## config.mk

```make
export PLATFORM = sky130hd
export DESIGN_NAME = isa_dio_port
export DESIGN_NICKNAME = d
export VERILOG_FILES = /design/src/rtl/isa_dio_pkg.sv /design/src/rtl/isa_dio_ctrl.sv /design/src/rtl/isa_dio_dpath.sv /design/src/rtl/isa_dio_port.sv
export SDC_FILE = /design/constraint.sdc
export NUM_CORES = 1
export LEC_CHECK = 0
export BUFFER_PORTS_ARGS = -buffer_cell sky130_fd_sc_hd__buf_2
export CAP_MARGIN = 20
export CORE_MARGIN = 5
export CORE_UTILIZATION = 50
export DETAILED_ROUTE_END_ITERATION = 10
export PLACE_DENSITY_LB_ADDON = 0.15
export SLEW_MARGIN = 20
export SYNTH_ARGS = -nofsm -noshare
export SYNTH_HDL_FRONTEND = slang
export SYNTH_SLANG_ARGS = --single-unit
```

## constraint.sdc

```tcl
create_clock -name clk -period 1.4 [get_ports clk]
set_input_delay 0 -clock clk [delete_from_list [all_inputs] [get_ports clk]]
set_output_delay 0 -clock clk [all_outputs]
set_load 0.02 [all_outputs]
```

## src/rtl/isa_dio_pkg.sv

```systemverilog
package isa_dio_pkg;
  // Strobes from control to datapath
  typedef struct packed {
    logic       rdStart;   // sample read data this cycle
    logic [1:0] rdPort;    // which port to sample
    logic       wrHold;    // capture bus data this cycle
    logic       wrCommit;  // move captured data into latch
  } ctrlStrobes_t;
endpackage

```

## src/rtl/isa_dio_ctrl.sv

```systemverilog
module isa_dio_ctrl
  import isa_dio_pkg::*;
#(
  parameter int ADDR_W     = 10,
  parameter int RDY_CYCLES = 2
) (
  input  logic                clk,
  input  logic                rst,
  input  logic                aenN,
  input  logic [ADDR_W-1:0]   sa,
  input  logic                iorN,
  input  logic                iowN,
  input  logic [ADDR_W-3:0]   baseSw,
  output logic                sdOe,
  output logic                ioRdyLow,
  output ctrlStrobes_t        strb
);
  localparam int CNT_W = $clog2(RDY_CYCLES + 1);

  logic [2:0] iorSh, iowSh;
  logic       boardSel, rdHit, wrHit;
  logic       iorFall, iowFall, iowRise;
  logic       wrPend;
  logic [CNT_W-1:0] rdyCnt;

  assign boardSel = !aenN && (sa[ADDR_W-1:2] == baseSw);
  assign rdHit    = boardSel && (sa[1:0] != 2'd3);
  assign wrHit    = boardSel && (sa[1:0] == 2'd2);

  assign iorFall = !iorSh[1] && iorSh[2];
  assign iowFall = !iowSh[1] && iowSh[2];
  assign iowRise = iowSh[1] && !iowSh[2];

  always_ff @(posedge clk) begin
    if (rst) begin
      iorSh <= '1;
      iowSh <= '1;
    end else begin
      iorSh <= {iorSh[1:0], iorN};
      iowSh <= {iowSh[1:0], iowN};
    end
  end

  always_ff @(posedge clk) begin
    if (rst)                  wrPend <= 1'b0;
    else if (iowFall && wrHit) wrPend <= 1'b1;
    else if (iowRise)         wrPend <= 1'b0;
  end

  always_ff @(posedge clk) begin
    if (rst)
      rdyCnt <= '0;
    else if ((iorFall && rdHit) || (iowFall && wrHit))
      rdyCnt <= CNT_W'(RDY_CYCLES);
    else if (rdyCnt != '0)
      rdyCnt <= rdyCnt - 1'b1;
  end

  assign ioRdyLow = (rdyCnt != '0);
  assign sdOe     = !iorN && rdHit;

  always_comb begin
    strb.rdStart  = iorFall && rdHit;
    strb.rdPort   = sa[1:0];
    strb.wrHold   = !iowSh[1] && wrHit;
    strb.wrCommit = iowRise && wrPend;
  end
endmodule

```

## src/rtl/isa_dio_dpath.sv

```systemverilog
module isa_dio_dpath
  import isa_dio_pkg::*;
#(
  parameter int DATA_W      = 8,
  parameter int SYNC_STAGES = 2
) (
  input  logic                 clk,
  input  logic                 rst,
  input  ctrlStrobes_t         strb,
  input  logic [DATA_W-1:0]    sdIn,
  input  logic [2*DATA_W-1:0]  inBits,
  output logic [DATA_W-1:0]    sdOut,
  output logic [DATA_W-1:0]    relayN,
  output logic                 relayOe
);
  localparam int IN_W = 2 * DATA_W;

  logic [IN_W-1:0]   inPipe [SYNC_STAGES];
  logic [DATA_W-1:0] rdData, wrData, outLatch;

  genvar s;
  generate
    for (s = 0; s < SYNC_STAGES; s++) begin : g_sync
      always_ff @(posedge clk) begin
        if (rst) inPipe[s] <= '0;
        else if (s == 0) inPipe[s] <= inBits;
        else inPipe[s] <= inPipe[(s == 0) ? 0 : s - 1];
      end
    end
  endgenerate

  always_ff @(posedge clk) begin
    if (rst) begin
      rdData <= '0;
    end else if (strb.rdStart) begin
      unique case (strb.rdPort)
        2'd0:    rdData <= inPipe[SYNC_STAGES-1][DATA_W-1:0];
        2'd1:    rdData <= inPipe[SYNC_STAGES-1][IN_W-1:DATA_W];
        default: rdData <= outLatch;
      endcase
    end
  end

  always_ff @(posedge clk) begin
    if (rst) begin
      wrData   <= '1;
      outLatch <= '1;
      relayOe  <= 1'b0;
    end else begin
      if (strb.wrHold) wrData <= sdIn;
      if (strb.wrCommit) begin
        outLatch <= wrData;
        relayOe  <= 1'b1;
      end
    end
  end

  assign sdOut  = rdData;
  assign relayN = outLatch;
endmodule

```

## src/rtl/isa_dio_port.sv

```systemverilog
module isa_dio_port
  import isa_dio_pkg::*;
#(
  parameter int ADDR_W     = 10,
  parameter int DATA_W     = 8,
  parameter int RDY_CYCLES = 2
) (
  input  logic                clk,
  input  logic                rst,
  input  logic                aenN,
  input  logic [ADDR_W-1:0]   sa,
  input  logic                iorN,
  input  logic                iowN,
  input  logic [ADDR_W-3:0]   baseSw,
  input  logic [DATA_W-1:0]   sdIn,
  output logic [DATA_W-1:0]   sdOut,
  output logic                sdOe,
  output logic                ioRdyLow,
  input  logic [2*DATA_W-1:0] inBits,
  output logic [DATA_W-1:0]   relayN,
  output logic                relayOe
);
  ctrlStrobes_t strb;

  isa_dio_ctrl #(.ADDR_W(ADDR_W), .RDY_CYCLES(RDY_CYCLES)) u_ctrl (
    .clk(clk), .rst(rst), .aenN(aenN), .sa(sa), .iorN(iorN), .iowN(iowN),
    .baseSw(baseSw), .sdOe(sdOe), .ioRdyLow(ioRdyLow), .strb(strb)
  );

  isa_dio_dpath #(.DATA_W(DATA_W), .SYNC_STAGES(2)) u_dpath (
    .clk(clk), .rst(rst), .strb(strb), .sdIn(sdIn), .inBits(inBits),
    .sdOut(sdOut), .relayN(relayN), .relayOe(relayOe)
  );
endmodule

```

Word level (Yosys, flattened, before mapping)
Memory sizes are Yosys's and may differ from the RTL's.
Cells that the tools add are included.
{"block": "word_totals", "memories": 1, "out_inout_bits": 19, "mem_bits_rw": 32, "in_bits": 47, "word_cells": 49, "regBits": 34}
{"block": "classes", "n_eq_ne": 4, "n_bitwise": 2, "n_reduce_logical": 22, "add_sub_neg": 1, "n_mux": 10}
{"name": "u_dpath.inPipe", "depth": 2, "width": 16, "read_ports": 2, "rd_clocked_by_memory_dff": 0, "wr": 2, "line": "isa_dio_dpath.sv:18", "rtl": "logic [IN_W-1:0] inPipe [SYNC_STAGES];"}
{"op": "$mux 16", "count": 2}
{"op": "$pmux 8 s2", "count": 1}
{"op": "$logic_and 1x1->1", "count": 11}
{"op": "$eq 8x8->1", "count": 1}
{"op": "$reduce_bool 2->1", "count": 3}
{"op": "$logic_not 1->1", "count": 5}
{"op": "$mux 1", "count": 5}
{"op": "$mux 2", "count": 2}
{"op": "$eq 2x1->1 const B", "count": 1}
{"op": "$eq 2x2->1 const B", "count": 1}
{"op": "$logic_not 2->1", "count": 1}
{"op": "$ne 2x2->1 const B", "count": 1}
{"op": "$or 1x1->1", "count": 2}
{"op": "$reduce_or 2->1", "count": 1}
{"op": "$sub 2x1->2 const B", "count": 1}
{"op": "$logic_or 1x1->1", "count": 1}

Logic depth before layout (Yosys ltp)
{"block": "logic_depth", "ltp_word": 6, "mapped_depth": 6, "ltp_nobuf": 4}

By module
From an unflattened synthesis, not the netlist that was laid out.
{"block": "hier_totals", "hier_cells": 218, "area_unflattened_um2": 2461.1}
{"module": "isa_dio_dpath", "instances": 1, "cells_each": 169, "area_each_um2": 1991.9, "seq_area_each_um2": 1141.1}
{"module": "isa_dio_ctrl", "instances": 1, "cells_each": 49, "area_each_um2": 469.2, "seq_area_each_um2": 180.2}

Worst setup path before layout
Ideal clock, no wire load.
{"block": "synth_timing", "path_type": "input to output", "start": "in baseSw[6]", "end": "out sdOe", "stages": 4, "arrival_time_ns": 1.140, "path_buffers": 0, "setup_slack_ns": 0.260, "path_cell_list": "xor2_1 > nor4_2 > nand3_1 > a211oi_1"}
{"block": "synth_between", "elab_chain_cells": 4}
{"item": "start, declared", "line": "isa_dio_port.sv:14", "rtl": "input logic [ADDR_W-3:0] baseSw,"}
{"item": "$eq 8x8->1", "line": "isa_dio_ctrl.sv:26", "rtl": "assign boardSel = !aenN && (sa[ADDR_W-1:2] == baseSw);"}
{"item": "$logic_and 1x1->1", "line": "isa_dio_ctrl.sv:26"}
{"item": "$logic_and 1x1->1", "line": "isa_dio_ctrl.sv:27", "rtl": "assign rdHit = boardSel && (sa[1:0] != 2'd3);"}
{"item": "$logic_and 1x1->1", "line": "isa_dio_ctrl.sv:60", "rtl": "assign sdOe = !iorN && rdHit;"}
{"item": "end, declared", "line": "isa_dio_port.sv:17", "rtl": "output logic sdOe,"}
No other way between the ends.

Final worst setup path
{"block": "layout_timing", "start": "reg u_ctrl.iowSh[1]", "end": "reg u_dpath.wrData[3]"}
{"block": "layout_between", "elab_chain_cells": 2}
{"item": "start, declared", "line": "isa_dio_ctrl.sv:20", "rtl": "logic [2:0] iorSh, iowSh;"}
{"item": "start signal, assigned", "line": "isa_dio_ctrl.sv:40", "rtl": "iowSh <= {iowSh[1:0], iowN};"}
{"item": "$logic_not 1->1", "line": "isa_dio_ctrl.sv:65", "rtl": "strb.wrHold = !iowSh[1] && wrHit;"}
{"item": "$logic_and 1x1->1", "line": "isa_dio_ctrl.sv:65"}
{"item": "end signal, assigned", "line": "isa_dio_dpath.sv:50", "rtl": "if (strb.wrHold) wrData <= sdIn;"}
{"item": "end, declared", "line": "isa_dio_dpath.sv:19", "rtl": "logic [DATA_W-1:0] rdData, wrData, outLatch;"}
No other way between the ends.
A chain may end at the register's enable or synchronous reset.

==> impl_metrics.tcl <==
set metrics [dict create \
    status "completed" \
    cts_tree "done" \
    netlist_instances 248 \
    drt_wl_total_um 4680 \
    multi_input_area_mm2 0.00106 \
    grt.busiest_layer "met2" \
    yosys.area_share.simple_pct 26.6 \
    gr-total-overflow 0 \
    setup.worst_path.start_class "flip-flop" \
    ir_drop_v 0.000962 \
    first_global_vias 1812 \
    synth_common_cells "dfxtp_1 (66), nor2b_1 (33), nand2_1 (26)" \
    r2r_slack_ns 0.15 \
    slowest_delay_ns 0.32 \
    synth_xor_area_share_pct 2.85 \
    worst_ep_arrival_time_ns 1.48 \
    wl_per_cell_um 11.3 \
    rsz0062_at_grt "no" \
    placed_area_mm2 0.00286 \
    ys.warnings.count 0 \
    htreeDepth 3 \
    finalSetupTns_ns 0 \
    clock.fmax_mhz 799 \
    clock_path_buffers 2 \
    slew_headroom_pct 78.6 \
    fin_crit_ns 1.25 \
    setup_violations 0 \
    max_cap_viol_count 0 \
    power.leakage_nw 1.61 \
    die_w_um 80.1 \
    end_kind "flip-flop" \
    swShare_pct 20.6 \
    drive_gt1_share_pct 28.2 \
    detail-route-antenna-nets 0 \
    seq_area_mm2 0.00132 \
    initial_core_util_pct 51.7 \
    yosysMostFrequentCell "dfxtp_1" \
    cp_slowest_cell "dfxtp_1" \
    synth.ff_latch_count 66 \
    die_y_um 80.1 \
    grt_use_met3_pct 5.38 \
    dr.pass1.iters 4 \
    gp_congestion 0.766 \
    ios 66 \
    synth_fa_ha_area_share_pct 0 \
    ys_types 26 \
    yosysSeqAreaShare_pct 53.8 \
    die-area_mm2 0.00641 \
    fin_area_mm2 0.00336 \
    synth_top_cell_by_area "dfxtp_1" \
    synth-edff-count 0 \
    power.switching_uw 815 \
    clkLatencyLatePin_ns 0.34 \
    worstMarginPinSlew_ns 0.318 \
    criticalPathCategory "flip-flop to flip-flop" \
    power_density_mw_per_mm2 1180 \
    clkTransAtPathRegs_ns 0.06 \
    fin_crit_sh_pct 89.4 \
    antenna_cells 0 \
    antenna_found_initial 0 \
    area_growth_pct 36.6 \
    worst_clock_skew_ns 0.00432 \
    drc 0 \
    avgSynthCellArea_um2 9.90 \
    via_per_inst 4.45 \
    p_clk_share_pct 43.7 \
    synth.area.mux_share_pct 9.78 \
    gr-usage-met1_pct 18.7 \
    synth_ff_type "dfxtp_1" \
    num_vias 1846 \
    synth_compound_area_share_pct 3.87 \
    synth_top_family_by_area "simple AND/OR/NAND/NOR gates" \
    rows 25 \
    netlist.area_leader.share_pct 53.8 \
    hold_path.class "input pin to flip-flop" \
    drt_iter0_drc 100 \
    power.internal_mw 3.15 \
    track_usage_pct 16.6 \
    synthArstFlopShare_pct 0 \
    post_cts_buffers 0 \
    dp_hpwl_um 3030 \
    core_area_mm2 0.00475 \
    crit_chain "nor3b_1 -> nand4_1 -> buf_4 -> mux2i_1" \
    cts_root_buf "clkbuf_8" \
    hold_violations 0 \
    required_ns 1.63 \
    use_met2_pct 27.5 \
    cts_buffers 9 \
    fin_nets 390 \
    clock-sinks 66 \
    slew_viol_final 0 \
    seqPwrFrac_pct 48.9 \
    grt_start_max_net_pins 57 \
    grt_pass1_wl_um 8020 \
    synthTopCellsByArea "dfxtp_1 (54%), mux2i_1 (9.8%), nor2b_1 (8.4%)" \
    fillers 382 \
    io_buffers 65 \
    syn_nets 295 \
    syn_area_mm2 0.00246 \
    cp_max_fo 8 \
    pwr-share-comb_pct 7.4 \
]
## layer usage
metal | up-vias | share of wire (%)
li1 | 989 | -
met1 | 803 | 43
met2 | 47 | 48
met3 | 7 | 6.7
met4 | 0 | 1.8
met5 | - | 0
## path summary, 6_finish.rpt
kind,start,end,cells after the start
hold reg to reg,u_ctrl.iowSh[0],u_ctrl.iowSh[1],1
setup / recovery,u_ctrl.iowSh[1],u_dpath.wrData[3],4
hold / removal,aenN,u_ctrl.rdyCnt[0],4
setup reg to reg,u_ctrl.iowSh[1],u_dpath.wrData[3],4
## flip-flops by register name, indices dropped and copies added, names as in the netlist
name and flops:
u_dpath.inPipe 32, u_ctrl.rdyCnt 2, u_ctrl.iowSh 3, u_dpath.sdOut 8, u_ctrl.wrPend 1, u_dpath.relayN 8
u_dpath.wrData 8, u_ctrl.iorSh 3, u_dpath.relayOe 1
## metrics by stage
step	hold WS [ns]	std cells	util, %	worst slack, ns	power, mW
5_1_grt	0.117	415	70.6	0.0173	4.14
3_5_place_dp	0.185	372	60.2	0.0813	2.22
2_1_floorplan	0.0824	248	-	0.260	2.12
3_3_place_gp	0.183	372	60.2	0.107	2.21
4_1_cts	0.0805	415	70.5	0.0959	3.99
6_report	0.0847	415	70.6	0.149	3.96
## layout make-up
cell class	count	share of cell area, %
Clock inverter	5	2.31
Clock buffer	11	4.21
Timing Repair Buffer	99	19.7
Multi-Input combinational cell	165	31.7
Sequential cell	66	39.4
Inverter	2	0.224
Tap cell	67	2.50
## cells in the final DEF (no fill, tap or decap)
cell type / synthesis / routed
nor3_2: 1 / 1
or2_2: 7 / 7
o2111ai_1: 1 / 1
nor2_1: 19 / 19
inv_1: 2 / 2
bufinv_16: 0 / 2
a21oi_1: 1 / 1
clkbuf_1: 12 / 1
nor4_2: 1 / 1
o211a_1: 1 / 1
nand4_1: 2 / 2
nor3b_1: 2 / 2
a211oi_2: 0 / 1
buf_4: 1 / 6
dfxtp_1: 66 / 66
clkbuf_8: 0 / 10
nand3b_1: 8 / 8
nor2b_1: 33 / 33
buf_2: 1 / 65
clkinv_2: 0 / 2
buf_12: 0 / 1
nand2_1: 26 / 26
o32ai_2: 1 / 1
clkinvlp_4: 0 / 1
and2_1: 2 / 2
dlygate4sd3_1: 0 / 27
nand3_1: 1 / 1
mux2i_1: 24 / 24
nand2b_1: 17 / 17
a211oi_1: 2 / 1
o21ai_0: 8 / 8
xor2_1: 8 / 8
## power by group through the flow
stage	Combinational [mW]	Sequential [mW]	Clock [mW]
6_report	0.295	1.94	1.73
5_1_grt	0.332	1.94	1.86
4_1_cts	0.295	1.94	1.76
3_5_place_dp	0.238	1.98	0
3_3_place_gp	0.233	1.98	0
2_1_floorplan	0.142	1.98	0
## repair_timing
| item | in CTS | in global routing |
|---|---|---|
| hold buffers | 27 | 0 |
| endpoints found under the setup margin | 0 | 8 |
| gates resized for setup | 0 | 1 |
| hold endpoints to repair | 30 | 0 |
## critical path, delay by kind of cell, from the launching register on
kind,cells,cell delay [ns]
buf+inv,1,0.24
flops,1,0.32
mux,1,0.13
simple gates,2,0.45
## cell families after synthesis
group,count (synthesis)
flops,66
simple gates,119
compound gates,14
buf+inv,17
mux,24
xor+xnor,8
Power figures use the tool's default switching activity.
